File: src/rtl/wsup_pkg.sv
package wsup_pkg;
  typedef enum logic [1:0] {
    RATIO_256 = 2'b00,
    RATIO_384 = 2'b01,
    RATIO_512 = 2'b10,
    RATIO_BAD = 2'b11
  } ratio_e;

  typedef enum logic {
    SEQ_DOWN = 1'b0,
    SEQ_UP   = 1'b1
  } seq_e;
endpackage

File: src/rtl/wsup_edge_sync.sv
module wsup_edge_sync #(
  parameter int STAGES = 2
) (
  input  logic clk,
  input  logic rst,
  input  logic async_in,
  output logic rise
);
  // STAGES synchronizer flops plus one history flop for edge detection
  logic [STAGES:0] chain;

  always_ff @(posedge clk) begin
    if (rst) chain <= '0;
    else     chain <= {chain[STAGES-1:0], async_in};
  end

  assign rise = chain[STAGES-1] & ~chain[STAGES];
endmodule

File: src/rtl/wsup_period_meter.sv
module wsup_period_meter #(
  parameter int LOSS_LIMIT = 1024,
  parameter int CNT_W      = $clog2(LOSS_LIMIT + 1)
) (
  input  logic             clk,
  input  logic             rst,
  input  logic             rise,
  output logic [CNT_W-1:0] count,
  output logic             lost
);
  localparam logic [CNT_W-1:0] SAT = CNT_W'(LOSS_LIMIT);

  // Reset to saturation so the first edge after reset gives no valid period
  always_ff @(posedge clk) begin
    if (rst)             count <= SAT;
    else if (rise)       count <= CNT_W'(1);
    else if (count != SAT) count <= count + CNT_W'(1);
  end

  assign lost = (count == SAT);

  // the loss counter never runs past its limit
  a_r7_count_bound: assert property (@(posedge clk) disable iff (rst)
    count <= SAT);
endmodule

File: src/rtl/wsup_classify.sv
module wsup_classify
  import wsup_pkg::*;
#(
  parameter int CNT_W = 11,
  parameter int R_LO  = 256,
  parameter int R_MID = 384,
  parameter int R_HI  = 512,
  parameter int TOL   = 2
) (
  input  logic [CNT_W-1:0] count,
  output ratio_e           code
);
  localparam int NUM = 3;
  localparam int RATIOS [NUM] = '{R_LO, R_MID, R_HI};

  logic [NUM-1:0] hit;

  for (genvar i = 0; i < NUM; i++) begin : g_win
    always_comb begin
      int diff;
      diff   = int'(count) - RATIOS[i];
      hit[i] = (diff <= TOL) && (diff >= -TOL);
    end
  end

  always_comb begin
    if (hit[0])      code = RATIO_256;
    else if (hit[1]) code = RATIO_384;
    else if (hit[2]) code = RATIO_512;
    else             code = RATIO_BAD;
  end
endmodule

File: src/rtl/wclk_ratio_supervisor.sv
module wclk_ratio_supervisor
  import wsup_pkg::*;
#(
  parameter int SYNC_STAGES = 2,
  parameter int LOSS_LIMIT  = 1024,
  parameter int TOL         = 2,
  parameter int R_LO        = 256,
  parameter int R_MID       = 384,
  parameter int R_HI        = 512
) (
  input  logic       clk,
  input  logic       rst,
  input  logic       wclk_in,
  output logic [1:0] ratio_code,
  output logic       run_en,
  output logic       dp_rst
);
  localparam int CNT_W = $clog2(LOSS_LIMIT + 1);

  logic             rise;
  logic             lost;
  logic [CNT_W-1:0] count;
  ratio_e           code_now;
  ratio_e           prev_code;
  ratio_e           locked;
  seq_e             state;

  wsup_edge_sync #(.STAGES(SYNC_STAGES)) u_sync (
    .clk(clk), .rst(rst), .async_in(wclk_in), .rise(rise)
  );

  wsup_period_meter #(.LOSS_LIMIT(LOSS_LIMIT), .CNT_W(CNT_W)) u_meter (
    .clk(clk), .rst(rst), .rise(rise), .count(count), .lost(lost)
  );

  wsup_classify #(
    .CNT_W(CNT_W), .R_LO(R_LO), .R_MID(R_MID), .R_HI(R_HI), .TOL(TOL)
  ) u_class (
    .count(count), .code(code_now)
  );

  always_ff @(posedge clk) begin
    if (rst) begin
      state     <= SEQ_DOWN;
      prev_code <= RATIO_BAD;
      locked    <= RATIO_BAD;
      run_en    <= 1'b0;
      dp_rst    <= 1'b1;
    end else if (rise) begin
      prev_code <= code_now;
      if (state == SEQ_DOWN) begin
        if (code_now != RATIO_BAD && code_now == prev_code) begin
          state  <= SEQ_UP;
          locked <= code_now;
          run_en <= 1'b1;
          dp_rst <= 1'b0;
        end
      end else if (code_now != locked) begin
        state  <= SEQ_DOWN;
        locked <= RATIO_BAD;
        run_en <= 1'b0;
        dp_rst <= 1'b1;
      end
    end else if (lost) begin
      state     <= SEQ_DOWN;
      prev_code <= RATIO_BAD;
      locked    <= RATIO_BAD;
      run_en    <= 1'b0;
      dp_rst    <= 1'b1;
    end
  end

  assign ratio_code = locked;

  // reset forces power-down outputs
  a_r1_reset_state: assert property (@(posedge clk)
    rst |=> (!run_en && dp_rst && ratio_code == 2'b11));

  // a running datapath always has a real ratio
  a_r5_run_code_valid: assert property (@(posedge clk) disable iff (rst)
    run_en |-> ratio_code != 2'b11);

  // normal operation begins only on a word-clock edge
  a_r3_up_on_edge: assert property (@(posedge clk) disable iff (rst)
    $rose(run_en) |-> $past(rise));

  // an invalid period leaves the datapath stopped
  a_r4_bad_drops: assert property (@(posedge clk) disable iff (rst)
    (rise && code_now == RATIO_BAD) |=> !run_en);

  // watchdog expiry stops the datapath
  a_r7_loss_drops: assert property (@(posedge clk) disable iff (rst)
    (lost && !rise) |=> (!run_en && dp_rst));
endmodule

File: config.mk
export PLATFORM = sky130hd
export DESIGN_NAME = wclk_ratio_supervisor
export DESIGN_NICKNAME = d
export VERILOG_FILES = /design/src/rtl/wsup_pkg.sv /design/src/rtl/wsup_edge_sync.sv /design/src/rtl/wsup_period_meter.sv /design/src/rtl/wsup_classify.sv /design/src/rtl/wclk_ratio_supervisor.sv
export SDC_FILE = /design/constraint.sdc
export NUM_CORES = 1
export LEC_CHECK = 0
export BUFFER_PORTS_ARGS = -buffer_cell sky130_fd_sc_hd__buf_4
export CORE_MARGIN = 4
export CORE_UTILIZATION = 55
export DETAILED_ROUTE_END_ITERATION = 10
export PLACE_DENSITY = 0.71
export SLEW_MARGIN = 20
export SYNTH_ARGS = -nofsm -noshare
export SYNTH_HDL_FRONTEND = slang
export SYNTH_SLANG_ARGS = --single-unit
export TNS_END_PERCENT = 30
File: constraint.sdc
create_clock -name clk -period 6.2 [get_ports clk]
set_input_delay 0.62 -clock clk [delete_from_list [all_inputs] [get_ports clk]]
set_output_delay 0.62 -clock clk [all_outputs]
set_load 0.01 [all_outputs]
* Yosys cells after proc, flatten, opt, wreduce, memory -nomap -nowiden
Index checks and enable logic that the tools add are counted.
Widths: inputs -> output; s select.
** Word-level totals
- Flip-flop bits (word level) :: 21
- Bits of input ports :: 3
- Output and inout bits :: 4
** Operators by class
- Add/subtract/negate cells :: 4
- Order comparisons :: 6
- Equal/unequal tests :: 7
- Muxes and demuxes :: 25
- Bitwise gates (word level) :: 2
- Reductions and logical operators :: 8
** Operators by type and width (number)
- $ge 32x2->1 const B :: 3
- $le 32x3->1 const B :: 3
- $sub 11x9->12 const B :: 2
- $mux 11 :: 2
- $mux 2 :: 8
- $mux 1 :: 15
- $sub 11x10->12 const B :: 1
- $add 11x1->11 const B :: 1
- $eq 11x11->1 const B :: 1
- $ne 11x11->1 const B :: 1
- $logic_and 1x1->1 :: 4
- $reduce_bool 2->1 :: 2
- $ne 3x1->1 const B :: 1
- $ne 3x2->1 const B :: 1
- $reduce_and 3->1 :: 1
- $eq 2x2->1 :: 1
- $ne 2x2->1 :: 1
- $ne 2x2->1 const B :: 1
- $reduce_or 2->1 :: 1
- $and 1x1->1 :: 1
- $not 1->1 :: 1

* Longest topological paths before layout
- Depth in word-level cells :: 11
- Mapped depth :: 10
- Gate-level depth less buffers :: 9

* Hierarchy
A second synthesis with hierarchy kept.
** Unflattened totals
- Cells, all modules :: 183
- Area total of the unflattened synthesis :: 1515.2 um^2
** By module, submodules not included
- wsup_period_meter :: instances 1, cells each 71, area each 594.3 um^2, sequential area each 220.2 um^2
- wsup_classify :: instances 1, cells each 68, area each 478.0 um^2, sequential area each 0.0 um^2
- wclk_ratio_supervisor :: instances 1, cells each 37, area each 355.3 um^2, sequential area each 140.1 um^2
- wsup_edge_sync :: instances 1, cells each 7, area each 87.6 um^2, sequential area each 60.1 um^2

* Least setup slack after synthesis
Ideal clock, no wire load.
- Path type :: reg-to-reg
- From :: register u_meter.count[8]
- To :: register dp_rst
- Library setup time :: 0.134 ns
- Data arrival time :: 2.613 ns
- Data required time :: 6.066 ns
- Path slack :: 3.453 ns
- Cell stages (with the launch flop) :: 10
- Clock period less this slack :: 2.747 ns
- Path through :: dfxtp_1 inv_1 ha_1 or3b_1 a2111oi_2 nand3_1 a2111oi_0 a311oi_1 or3_1 a2bb2oi_1
** On the way
- Word-level cells in the longest chain between the ends :: 10
- Elaborated cells on any way between the ends :: 24
- Those cells by class :: add/sub: 3; order compare: 6; eq/ne: 6; mux: 3; reduce/logical: 6
** RTL lines
- from (decl) :: line wsup_period_meter.sv:8 : output logic [CNT_W-1:0] count,
- from (signal assigned) :: line wsup_period_meter.sv:17 : else if (count != SAT) count <= count + CNT_W'(1);
- $sub 11x10->12 :: line wsup_classify.sv:21 : diff = int'(count) - RATIOS[i];
- $le 32x3->1 or $ge 32x2->1 (tied branches) :: line wsup_classify.sv:22 : hit[i] = (diff <= TOL) && (diff >= -TOL);
- $logic_and 1x1->1 :: line wsup_classify.sv:22
- $mux 1 :: line wsup_classify.sv:29 : else if (hit[2]) code = RATIO_512;
- $mux 2 :: line wsup_classify.sv:28 : else if (hit[1]) code = RATIO_384;
- $mux 2 :: line wsup_classify.sv:27 : if (hit[0]) code = RATIO_256;
- $ne 2x2->1 or $eq 2x2->1 (tied branches) :: line wclk_ratio_supervisor.sv:52 : if (code_now != RATIO_BAD && code_now == prev_code) begin
- $logic_and 1x1->1 :: line wclk_ratio_supervisor.sv:52
- $ne 3x1->1 (no source line)
- $reduce_and 3->1 (no source line) (*)
- to (signal assigned) :: line wclk_ratio_supervisor.sv:48 : dp_rst <= 1'b1;
- to (signal assigned) :: line wclk_ratio_supervisor.sv:56 : dp_rst <= 1'b0;
- to (signal assigned) :: line wclk_ratio_supervisor.sv:62 : dp_rst <= 1'b1;
- to (decl) :: line wclk_ratio_supervisor.sv:16 : output logic dp_rst
Mark *: on every way between the ends. The rest lies on a longest branch, timed or not.
A chain may end at the register's enable or synchronous reset.

* Worst setup path after layout
- From :: register u_meter.count[9]
- To :: register locked[0], in the netlist ratio_code[0]
** On the way
- Word-level cells in the longest chain between the ends :: 10
- Elaborated cells on any way between the ends :: 27
- Those cells by class :: add/sub: 3; order compare: 6; eq/ne: 6; mux: 6; reduce/logical: 6
** RTL lines
- $sub 11x10->12 :: line wsup_classify.sv:21
- $le 32x3->1 or $ge 32x2->1 (tied branches) :: line wsup_classify.sv:22
- $logic_and 1x1->1 :: line wsup_classify.sv:22
- $mux 1 :: line wsup_classify.sv:29
- $mux 2 :: line wsup_classify.sv:28
- $mux 2 :: line wsup_classify.sv:27
- $ne 2x2->1 or $eq 2x2->1 (tied branches) :: line wclk_ratio_supervisor.sv:52
- $logic_and 1x1->1 :: line wclk_ratio_supervisor.sv:52
- $ne 3x1->1 (no source line)
- $reduce_and 3->1 (no source line)
- to (signal assigned) :: line wclk_ratio_supervisor.sv:54 : locked <= code_now;
- to (decl) :: line wclk_ratio_supervisor.sv:25 : ratio_e locked;
Parallel ways exist; a longest one is shown, timed or not. The select of a mux whose other input is x is not followed.

==> key figures <==
Critical path
  • Max FO, Critical Path: 8
  • Crit path buffers/inverters: 1
  • Data required, critical path: 6.41 ns
  • Cell Chain, Critical Path: inv_1 > ha_1 > or3_2 > a211oi_1 > nor2_1 > nor3_2 > a31oi_1 > or4_1 > mux2_2
  • Critical path startpoint category: flip-flop
  • Crit. End Element: flip-flop
  • Worst path depth: 9
  • Crit path max-delay cell type: dfxtp_1
  • Worst R2R Path Depth: 9
  • Crit path max-delay family: simple AND/OR/NAND/NOR gates
  • Setup CP Type: flip-flop to flip-flop
  • Slowest stage delay, CP: 0.48 ns
  • WP data arrival: 3.26 ns

Placement
  • Inst Count DP: 217
  • DP Area: 1610 um^2
  • GPL Wtd Cong: 0.896
  • Post-DP HPWL: 2500 um
  • IO buf count: 6

CTS
  • CTS Hold Buffers Added: 0
  • Worst-path clk slew: 0.12 ns
  • CTS Root Cell: clkbuf_4
  • CTS buffer count: 3
  • Worst-Skew Late Latency: 0.31 ns
  • Longest Clk Path Bufs: 2
  • TritonCTS clock tree: done
  • Setup Buffers After CTS: 0
  • CTS resizes: 0
  • Clk sinks: 21
  • CTS H-tree lvls: 1

STA
  • Rel. slew slack: 54.7%
  • Final worst path period share: 49.1%
  • Fmax: 328 MHz
  • RSZ-0062 raised after global routing: false
  • WHS: 0.454 ns
  • Pins over their slew limit: 0
  • Fin. Hold Viols: 0
  • Final Setup Violations: 0
  • Setup TNS: 0 ns
  • Least-Margin Pin Slew: 0.673 ns
  • Fin crit period: 3.05 ns
  • Fin Clk Skew: 0.00156 ns

Finish
  • ANT cells: 0
  • Final non-filler cell total: 221
  • # fillers: 262
  • Layout area overhead: 4.29%
  • Multi-input gate area: 1070 um^2
  • Final Cell Area: 1640 um^2
  • Layout net count: 209
  • Proportion of layout cells with a drive suffix above 1: 14.7%
  • Register Area: 420 um^2

Routing
  • Vias per cell: 5.95
  • Pre-antenna DRT Iters: 4
  • Via count: 1315
  • First DRT Iteration DRCs: 66
  • DRC viols: 0
  • Total wire length: 3230 um
  • Final ANT Viol Nets: 0
  • DR WL/cell: 14.6 um

Synthesis
  • Synthesis-stage register bit count: 21
  • Asr flop ratio synth: 0%
  • Post-synthesis sequential area ratio: 26.7%
  • Top post-synthesis cells by area: dfxtp_1 27%, ha_1 12%, nor2_1 4.5%, xnor2_1 4.5%, nand2_1 3.3%
  • Count of different cell masters after synthesis: 53
  • Synth top area share: 26.7%
  • Area leader, netlist: dfxtp_1
  • Post-synthesis net count: 204
  • Post-synth EDFFs: 0
  • Post-Syn Area: 1570 um^2
  • Cell count after synthesis: 186
  • Top_reg_cell synth: dfxtp_1
  • Synth warn: 0
  • Synth Area per Inst: 8.46 um^2

Floorplanning
  • I/O pin cnt: 7
  • DIE AREA: 3780 um^2
  • Chip Height: 61.5 um
  • Initial Util: 57.6%
  • Row cnt: 19
  • Total core area: 2730 um^2
  • Die Wd: 61.5 um

Power and ir drop
  • Pwr per Cell Area: 178 nW/um^2
  • Leakage power: 0.634 nW
  • VDD IR max: 0.174 mV

GRT
  • Gr ovfl total: 0
  • Total Routing Usage GR: 19.5%
  • First-pass GRT wire length: 5490 um
  • Initial antenna violation count: 0
  • Vias in the first global route: 1191
  • Largest net degree at the start of global routing: 16

Min path
  • Worst hold stages: 1
  • Min-Delay Path Class: flip-flop to flip-flop

Run status
  • Outcome: finished, final reports clean

Job
  • Max Cap Viol: 0
-- cell usage in the layout (no fill, tap or decap), types with 3 or more instances in the layout --
master and count:
buf_4 6, a211oi_1 3, nand2_1 14, nor3_1 8, xor2_1 3, nor4_1 5, xnor2_1 8, inv_1 10
o21ai_0 3, nand2b_1 4, nand3_1 8, and2b_2 3, a21oi_1 5, clkbuf_4 3, dfxtp_1 21, a2111oi_2 3
a32o_1 3, nor2b_1 5, ha_1 15, nor2_1 19
-- synth_stat cells, types with 2 or more instances --
library cell / n
o21bai_1: 2
o21ai_0: 3
mux2i_1: 2
o21a_1: 2
xor2_1: 3
nor3_1: 8
a211oi_1: 3
a2111oi_0: 2
nor4_1: 5
nand2b_1: 4
mux2_2: 2
ha_1: 15
or3_1: 2
dfxtp_1: 21
nor2_1: 19
inv_1: 10
and2b_2: 3
xnor2_1: 8
nor2b_1: 5
a21o_1: 2
a2111oi_2: 3
clkbuf_1: 3
a32o_1: 3
and3_2: 2
nand2_1: 14
nor3b_1: 2
a21oi_1: 5
nand3_1: 8
-- metrics by stage --
step | util (%) | power [mW] | setup slack, ns
detailed placement | 59.0 | 0.227 | 3.17
global route | 60.0 | 0.312 | 2.73
finish | 60.0 | 0.292 | 3.15
global placement | 59.0 | 0.225 | 3.23
CTS | 60.0 | 0.295 | 3.15
floorplan | - | 0.212 | 3.45
-- registers in the layout (all words and copies together) (netlist names) --
signal,count
state,1
ratio_code,2
u_meter.count,11
dp_rst,1
prev_code,2
run_en,1
u_sync.chain,3
-- worst paths after layout --
path,startpoint,to,slack [ns]
min reg2reg,u_sync.chain[0]$_SDFF_PP0_,u_sync.chain[1]$_SDFF_PP0_,0.45
min,u_sync.chain[0]$_SDFF_PP0_,u_sync.chain[1]$_SDFF_PP0_,0.45
max reg2reg,u_meter.count[9]$_SDFFE_PP0N_,ratio_code[0]$_SDFFE_PP1P_,3.15
max,u_meter.count[9]$_SDFFE_PP0N_,ratio_code[0]$_SDFFE_PP1P_,3.15
-- kinds of logic (layout without fill, tap and decap cells) --
logic type	Yosys count	in the layout	synth area share (%)
buf+inv	16	20	5.17
simple gates	86	86	30.4
flops	21	21	26.7
mux	4	4	2.70
xor+xnor	11	11	6.12
compound gates	33	33	17.0
fa+ha+maj	15	15	11.9
-- layout make-up --
type,count,area share [%]
multi-input cells,149,65.3
flip-flops and latches,21,25.6
clock inverters,1,0.305
well taps,31,2.36
clock buffers,3,1.37
repair buffers,6,2.74
inverters,10,2.29
-- layer usage --
| layer | up-vias | wire [um] | global-route usage [%] |
|---|---|---|---|
| met5 | - | 0 | 0 |
| met4 | 0 | 41 | 5.45 |
| met3 | 4 | 132 | 3.77 |
| met2 | 22 | 1490 | 30.6 |
| met1 | 613 | 1560 | 27.0 |
| li1 | 676 | - | - |
-- report_power, final --
part	switching [mW]	internal, mW
sequential	0.0168	0.141
clock	0.0435	0.0241
combinational	0.0376	0.0287
No activity file was read; power rests on OpenSTA's default activity.
